`src/rtl/dwatch_pkg.sv`:
```
package dwatch_pkg;

  // control-word bit positions (software encodes these)
  localparam int CB_USER  = 0;
  localparam int CB_PRIV  = 2;
  localparam int CB_ANYX  = 3;
  localparam int CB_XVAL  = 4;
  localparam int CB_LOAD  = 5;
  localparam int CB_STORE = 6;
  localparam int CB_TRIM  = 7;

  // syndrome bit positions decoded by the interrupt status register
  localparam int SYN_WATCH = 22;
  localparam int SYN_STORE = 25;

  // qualifier check on the low byte of a control word
  function automatic logic qual_ok(input logic [7:0] c,
                                   input logic priv,
                                   input logic virt,
                                   input logic store);
    logic ok;
    ok = priv ? c[CB_PRIV] : c[CB_USER];
    if (!c[CB_ANYX] && (virt != c[CB_XVAL])) ok = 1'b0;
    if (store ? !c[CB_STORE] : !c[CB_LOAD]) ok = 1'b0;
    return ok;
  endfunction

endpackage

```
`src/rtl/dwatch_regs.sv`:
```
module dwatch_regs #(
  parameter int NUM_WP    = 2,
  parameter int ADDR_W    = 64,
  parameter int GRAN      = 3,
  parameter int CTRL_W    = 16,
  parameter int CNT_LSB   = 10,
  parameter int CNT_W     = 6,
  parameter int SPR_W     = 10,
  parameter int BASE_NUM0 = 180,
  parameter int CTRL_NUM0 = 188,
  localparam int DW_W     = ADDR_W - GRAN
) (
  input  logic                          clk,
  input  logic                          rst,
  input  logic                          wr_en,
  input  logic [SPR_W-1:0]              wr_num,
  input  logic [ADDR_W-1:0]             wr_data,
  input  logic [SPR_W-1:0]              rd_num,
  output logic [ADDR_W-1:0]             rd_data,
  output logic [NUM_WP-1:0][DW_W-1:0]   base_o,
  output logic [NUM_WP-1:0][CTRL_W-1:0] ctrl_o,
  output logic [NUM_WP-1:0][DW_W-1:0]   uplim_o,
  output logic                          pending_o
);

  logic [NUM_WP-1:0] sel_base, sel_ctrl;
  logic              pending_q;

  for (genvar i = 0; i < NUM_WP; i++) begin : g_wp
    assign sel_base[i] = wr_en && (wr_num == SPR_W'(BASE_NUM0 + i));
    assign sel_ctrl[i] = wr_en && (wr_num == SPR_W'(CTRL_NUM0 + i));

    always_ff @(posedge clk) begin
      if (rst) begin
        base_o[i]  <= '0;
        ctrl_o[i]  <= '0;
        uplim_o[i] <= '0;
      end else begin
        if (sel_base[i]) base_o[i] <= wr_data[ADDR_W-1:GRAN];
        if (sel_ctrl[i]) ctrl_o[i] <= wr_data[CTRL_W-1:0];
        if (pending_q)
          uplim_o[i] <= base_o[i] + DW_W'(ctrl_o[i][CNT_LSB +: CNT_W]);
      end
    end
  end

  always_ff @(posedge clk) begin
    if (rst) pending_q <= 1'b0;
    else     pending_q <= |{sel_base, sel_ctrl};
  end
  assign pending_o = pending_q;

  always_comb begin
    rd_data = '0;
    for (int i = 0; i < NUM_WP; i++) begin
      if (rd_num == SPR_W'(BASE_NUM0 + i)) rd_data = {base_o[i], {GRAN{1'b0}}};
      if (rd_num == SPR_W'(CTRL_NUM0 + i)) rd_data = ADDR_W'(ctrl_o[i]);
    end
  end

  // a write to the first base register opens the recompute cycle
  p_pend_after_write_r3: assert property (@(posedge clk) disable iff (rst)
    (wr_en && wr_num == SPR_W'(BASE_NUM0)) |=> pending_o);

  // upper limits move only at the end of a recompute cycle
  p_uplim_stable_r3: assert property (@(posedge clk) disable iff (rst)
    !pending_o |=> $stable(uplim_o));

  // base readback has zero low bits
  p_base_rd_low_r1: assert property (@(posedge clk) disable iff (rst)
    (rd_num == SPR_W'(BASE_NUM0)) |-> (rd_data[GRAN-1:0] == '0));

  // control readback is zero above the control width
  p_ctrl_rd_ext_r1: assert property (@(posedge clk) disable iff (rst)
    (rd_num == SPR_W'(CTRL_NUM0)) |-> (rd_data[ADDR_W-1:CTRL_W] == '0));

endmodule

```
`src/rtl/dwatch_cmp.sv`:
```
module dwatch_cmp
  import dwatch_pkg::*;
#(
  parameter int ADDR_W = 64,
  parameter int GRAN   = 3,
  localparam int DW_W  = ADDR_W - GRAN
) (
  input  logic [DW_W-1:0]   base,
  input  logic [DW_W-1:0]   uplim,
  input  logic [7:0]        ctrl_lo,
  input  logic [ADDR_W-1:0] addr,
  input  logic              priv,
  input  logic              virt,
  input  logic              store,
  output logic              hit
);

  logic [DW_W-1:0] dw;
  logic [DW_W:0]   d_lo, d_hi;
  logic            in_range;

  always_comb begin
    dw = addr[ADDR_W-1:GRAN];
    if (priv && ctrl_lo[CB_TRIM]) dw[DW_W-1] = 1'b0;
    d_lo = {1'b0, dw} - {1'b0, base};
    d_hi = {1'b0, uplim} - {1'b0, dw};
    in_range = !d_lo[DW_W] && !d_hi[DW_W];
    hit = in_range && qual_ok(ctrl_lo, priv, virt, store);
  end

  // a hit always carries the matching privilege enable
  always_comb begin
    if (hit === 1'b1)
      p_hit_priv_r4: assert (priv ? ctrl_lo[CB_PRIV] : ctrl_lo[CB_USER]);
  end

endmodule

```
`src/rtl/dwatch_unit.sv`:
```
module dwatch_unit
  import dwatch_pkg::*;
#(
  parameter int NUM_WP    = 2,
  parameter int ADDR_W    = 64,
  parameter int GRAN      = 3,
  parameter int CTRL_W    = 16,
  parameter int CNT_LSB   = 10,
  parameter int CNT_W     = 6,
  parameter int SPR_W     = 10,
  parameter int BASE_NUM0 = 180,
  parameter int CTRL_NUM0 = 188,
  parameter int SYN_W     = 64
) (
  input  logic              clk,
  input  logic              rst,
  input  logic              wr_en,
  input  logic [SPR_W-1:0]  wr_num,
  input  logic [ADDR_W-1:0] wr_data,
  input  logic [SPR_W-1:0]  rd_num,
  output logic [ADDR_W-1:0] rd_data,
  input  logic              acc_valid,
  input  logic              acc_cache,
  input  logic [ADDR_W-1:0] acc_addr,
  input  logic              acc_store,
  input  logic              acc_priv,
  input  logic              acc_virt,
  input  logic              acc_touch,
  input  logic              acc_sync,
  input  logic              acc_flush,
  output logic              match_o,
  output logic [SYN_W-1:0]  syndrome_o
);

  localparam int DW_W = ADDR_W - GRAN;

  logic [NUM_WP-1:0][DW_W-1:0]   base, uplim;
  logic [NUM_WP-1:0][CTRL_W-1:0] ctrl;
  logic                          pending;
  logic [NUM_WP-1:0]             hits;
  logic                          gate, match_d;

  dwatch_regs #(
    .NUM_WP(NUM_WP), .ADDR_W(ADDR_W), .GRAN(GRAN), .CTRL_W(CTRL_W),
    .CNT_LSB(CNT_LSB), .CNT_W(CNT_W), .SPR_W(SPR_W),
    .BASE_NUM0(BASE_NUM0), .CTRL_NUM0(CTRL_NUM0)
  ) u_regs (
    .clk(clk), .rst(rst), .wr_en(wr_en), .wr_num(wr_num), .wr_data(wr_data),
    .rd_num(rd_num), .rd_data(rd_data), .base_o(base), .ctrl_o(ctrl),
    .uplim_o(uplim), .pending_o(pending)
  );

  for (genvar i = 0; i < NUM_WP; i++) begin : g_cmp
    dwatch_cmp #(.ADDR_W(ADDR_W), .GRAN(GRAN)) u_cmp (
      .base(base[i]), .uplim(uplim[i]), .ctrl_lo(ctrl[i][7:0]),
      .addr(acc_addr), .priv(acc_priv), .virt(acc_virt),
      .store(acc_store), .hit(hits[i])
    );
  end

  assign gate    = acc_valid && acc_cache && !(acc_touch || acc_sync || acc_flush);
  assign match_d = gate && !pending && (|hits);

  always_ff @(posedge clk) begin
    if (rst) begin
      match_o    <= 1'b0;
      syndrome_o <= '0;
    end else begin
      match_o    <= match_d;
      syndrome_o <= '0;
      if (match_d) begin
        syndrome_o[SYN_WATCH] <= 1'b1;
        syndrome_o[SYN_STORE] <= acc_store;
      end
    end
  end

  // no match from an access seen in the recompute cycle
  p_no_match_pending_r3: assert property (@(posedge clk) disable iff (rst)
    pending |=> !match_o);

  // ungated accesses never match
  p_gate_r8: assert property (@(posedge clk) disable iff (rst)
    (!acc_valid || !acc_cache || acc_touch || acc_sync || acc_flush) |=> !match_o);

  // syndrome marks every watchpoint match
  p_syn_watch_r10: assert property (@(posedge clk) disable iff (rst)
    match_o |-> syndrome_o[SYN_WATCH]);

  // store bit follows the access direction
  p_syn_store_r10: assert property (@(posedge clk) disable iff (rst)
    match_o |-> (syndrome_o[SYN_STORE] == $past(acc_store)));

  // syndrome is quiet without a match
  p_syn_idle_r10: assert property (@(posedge clk) disable iff (rst)
    !match_o |-> (syndrome_o == '0));

endmodule

```
`config.mk`:
```
export PLATFORM = sky130hd
export DESIGN_NAME = dwatch_unit
export DESIGN_NICKNAME = d
export VERILOG_FILES = /design/src/rtl/dwatch_pkg.sv /design/src/rtl/dwatch_regs.sv /design/src/rtl/dwatch_cmp.sv /design/src/rtl/dwatch_unit.sv
export SDC_FILE = /design/constraint.sdc
export NUM_CORES = 1
export LEC_CHECK = 0
export ABC_AREA = 1
export ABC_CLOCK_PERIOD_IN_PS = 6950
export BUFFER_PORTS_ARGS = -buffer_cell sky130_fd_sc_hd__buf_2
export CORE_UTILIZATION = 23
export CTS_BUF_LIST = sky130_fd_sc_hd__clkbuf_8
export CTS_CLUSTER_SIZE = 40
export DETAILED_ROUTE_END_ITERATION = 6
export GPL_TIMING_DRIVEN = 0
export PLACE_DENSITY = 0.37
export SETUP_SLACK_MARGIN = 0.15
export SLEW_MARGIN = 15
export SYNTH_ARGS = -nofsm -noshare
export SYNTH_HDL_FRONTEND = slang
export SYNTH_SLANG_ARGS = --single-unit
```
`constraint.sdc`:
```
create_clock -name clk -period 6.95 [get_ports clk]
set_input_delay 0.3475 -clock clk [delete_from_list [all_inputs] [get_ports clk]]
set_output_delay 0.3475 -clock clk [all_outputs]
set_load 0.01 [all_outputs]
```
==> impl_metrics.yaml <==
logic_synthesis:
  synth_ff_type: "dfxtp_1"
  synth_area_per_cell_um2: 6.59
  yosysUniqueCellTypes: 56
  synthDominantAreaCellType: "dfxtp_1"
  synth-seq-area-share_pct: 26.1
  ys_ff_latch: 279
  synthTopCellsByArea: "dfxtp_1 26%, ha_1 15%, nand2_1 11%"
  synth-edff-count: 0
  synth-async-reset-ratio_pct: 0
  yosys_warnings: 0
  synth_top_area_share_pct: 26.1
  syn_area_mm2: 0.0214
  synthCells: 3248
clock_tree:
  clock-root-buffer: "clkbuf_8"
  clock-sinks: 279
  clockBufferDepth: 3
  insertion_delay_ps: 680
  postCtsSetupBuffers: 0
  cts_resized: 0
  cts_tree: "built"
  cts_max_level: 2
  cts_inserted_buffers: 56
  clk_pin_slew_ps: 60
detailed_routing:
  ant_nets: 0
  drc: 0
  avgRoutedWirePerCell_um: 23.9
  drt_iter0_markers: 2039
  drt_first_pass_iters: 5
  num_vias: 23290
  routed_via_density: 4.74
  finalWirelength_mm: 117
global_route:
  grt_overflow: 0
  grt_pass1_wl_mm: 165
  grt_pass1_vias: 22381
  grt_max_degree: 15
  grt_antenna_before_repair: 4
  grtUsageTotal_pct: 24.5
pwr:
  power_w: 0.00382
  swShare_pct: 28.2
  switchingPower_w: 0.00108
  pwr-share-comb_pct: 10.0
  seq_power_share_pct: 42.0
  leakage_nw: 11.8
  internal_power_w: 0.00274
  clkPwrFrac_pct: 48.0
  ir_drop_mv: 0.119
  p_per_area_mw_per_mm2: 148
timing:
  relSlewSlack_pct: 15.7
  slew_viol_final: 0
  hold_viol: 0
  worst_slack_ps: 3100
  grt_setup_unrepaired: "false"
  fin_crit_ps: 3850
  fin_tns_setup_ps: 0
  max_freq_mhz: 260
  setup_viol: 0
  worst_slew_pin_slew_ps: 1260
  fin_crit_sh_pct: 55.4
  fin_skew_ps: 32.7
finish:
  fin_area_mm2: 0.0259
  final_layout_size_suffix_gt1_share_pct: 12.2
  final_common_cell: "nand2_1"
  final_util_pct: 28.2
  final_nets: 4042
  mostFrequentLayoutCells: "616 x nand2_1, 477 x inv_1, 367 x nor2_1"
  fillCellCount: 10598
  syn_to_final_growth_pct: 20.9
floorplan:
  die_h_um: 307
  die_w_um: 307
  core_mm2: 0.0919
  fp-row-count: 111
  dieArea_mm2: 0.0943
  num_io_pins: 288
  start_util_pct: 23.3
place:
  preCtsSetupSlack_ps: 3120
  place_area_mm2: 0.0243
  place_congestion: 1.02
  hpwl_mm: 98.5
  io_buffer_count: 221
min_path:
  hold_class: "input pin to flop"
critical_path:
  worstSetupEndpointType: "flop"
  cp_top_family: "simple AND/OR/NAND/NOR gates"
  path_class: "flop to flop"
  critPathLaunchType: "flop"
  critPathSlowestCell: "dfxtp_1"
  cp_num_buf_inv: 3
  cp_slowest_stage_delay_ps: 560
  cp_data_arrival_time_ps: 4410
  crit_chain: "ha_1 -> inv_1 -> fa_1 -> inv_1 -> nand3_1 -> nand2_1 -> a21oi_2 -> nor2_1 -> nand2_1 -> nor3_1 -> or2_1 -> nand3_1 -> nand2_1 -> inv_1"
  worstPathMaxFanout: 5
  worstPathRequired_ps: 7520
run:
  maxCapViolCount: 0
run_status:
  status: "finished clean"
[kinds of logic (layout without fill, tap and decap cells)]
family | after synthesis | after routing | synth area share [%]
xor+xnor | 42 | 42 | 1.72
buf+inv | 634 | 996 | 12.3
fa+ha+maj | 254 | 254 | 14.9
other cells | 1 | 64 | 0.0175
compound gates | 666 | 666 | 17.2
flops | 279 | 279 | 26.1
simple gates | 1372 | 1372 | 27.8
[registers in the layout, indices dropped and copies added, names as in the netlist]
signal            count
u_regs.ctrl_o        32
match_o               1
u_regs.base_o       122
u_regs.pending_o      1
syndrome_o            1
u_regs.uplim_o      122
[worst paths after layout]
kind / start / endpoint / slack [ps] / depth (start not counted)
worst max-delay path: u_regs.base_o[61] / u_regs.uplim_o[119] / 3100 / 14
worst min-delay path: wr_data[36] / u_regs.base_o[94] / 40 / 3
worst max register to register: u_regs.base_o[61] / u_regs.uplim_o[119] / 3100 / 14
worst min register to register: u_regs.uplim_o[9] / u_regs.uplim_o[9] / 470 / 2
[final cells by class]
| class | count | area [µm²] | area share [%] |
|---|---|---|---|
| multi-input combinational | 2396 | 13400 | 51.9 |
| sequential | 279 | 5590 | 21.6 |
| inverter | 473 | 1780 | 6.86 |
| tap | 1243 | 1560 | 6.01 |
| timing repair buffer | 262 | 1510 | 5.85 |
| clock buffer | 75 | 1030 | 3.99 |
| buffer | 161 | 853 | 3.30 |
| clock inverter | 25 | 138 | 0.532 |
| antenna | 2 | 5.00 | 0.0193 |
[synthesized netlist by cell type (4+ instances only)]
| library cell | instances |
|---|---|
| a21o_1 | 11 |
| a21oi_1 | 264 |
| a221oi_1 | 4 |
| and2_1 | 4 |
| buf_2 | 10 |
| buf_4 | 63 |
| clkbuf_1 | 86 |
| dfxtp_1 | 279 |
| ha_1 | 252 |
| inv_1 | 460 |
| inv_2 | 11 |
| nand2_1 | 616 |
| nand2_2 | 6 |
| nand3_1 | 180 |
| nand3b_1 | 7 |
| nand4_1 | 67 |
| nor2_1 | 367 |
| nor2_2 | 4 |
| nor3_1 | 59 |
| nor3_2 | 17 |
| nor4_1 | 14 |
| o211ai_1 | 41 |
| o21a_1 | 10 |
| o21ai_0 | 253 |
| o21ai_1 | 8 |
| o21ai_2 | 9 |
| o22ai_1 | 49 |
| or2_0 | 4 |
| or2_1 | 4 |
| or2_2 | 8 |
| xor2_1 | 40 |
[power groups by stage]
stage | Sequential, W | Combinational (W) | Clock (W)
3_5_place_dp | 0.00164 | 0.000369 | 0
4_1_cts | 0.00160 | 0.000388 | 0.00186
3_3_place_gp | 0.00164 | 0.000369 | 0
5_1_grt | 0.00160 | 0.000434 | 0.00193
6_report | 0.00160 | 0.000383 | 0.00183
2_1_floorplan | 0.00164 | 0.000204 | 0
[timing repair]
| action | in CTS | in global routing |
|---|---|---|
| hold buffers | 40 | 0 |
| endpoints found under the setup margin | 0 | 0 |
| hold endpoints to repair | 62 | 0 |
[metrics by stage]
stage | hold WS (ps) | cells
after floorplan | 430 | 3309
after global placement | 456 | 4773
after detailed placement | 458 | 4774
after CTS | 1.27 | 4914
after global routing | 25.7 | 4915
final | 36.1 | 4916
[metal layers]
metal | vias up | track usage [%] | part of all wire [%]
met5 | - | 0 | 0.0085
met4 | 2 | 5.80 | 2.3
met3 | 138 | 2.85 | 5.0
met2 | 687 | 40.6 | 46
met1 | 11048 | 33.7 | 47
li1 | 11415 | - | -
[worst register-to-register path: stages (launching register included)]
cell and delay [ps]:
dfxtp_1 560, ha_1 320, inv_1 130, fa_1 440
inv_1 140, nand3_1 80, nand2_1 210, a21oi_2 130
nor2_1 460, nand2_1 380, nor3_1 490, or2_1 170
nand3_1 100, nand2_1 120, inv_1 40
Note: power is estimated with default switching activity, not from simulation.
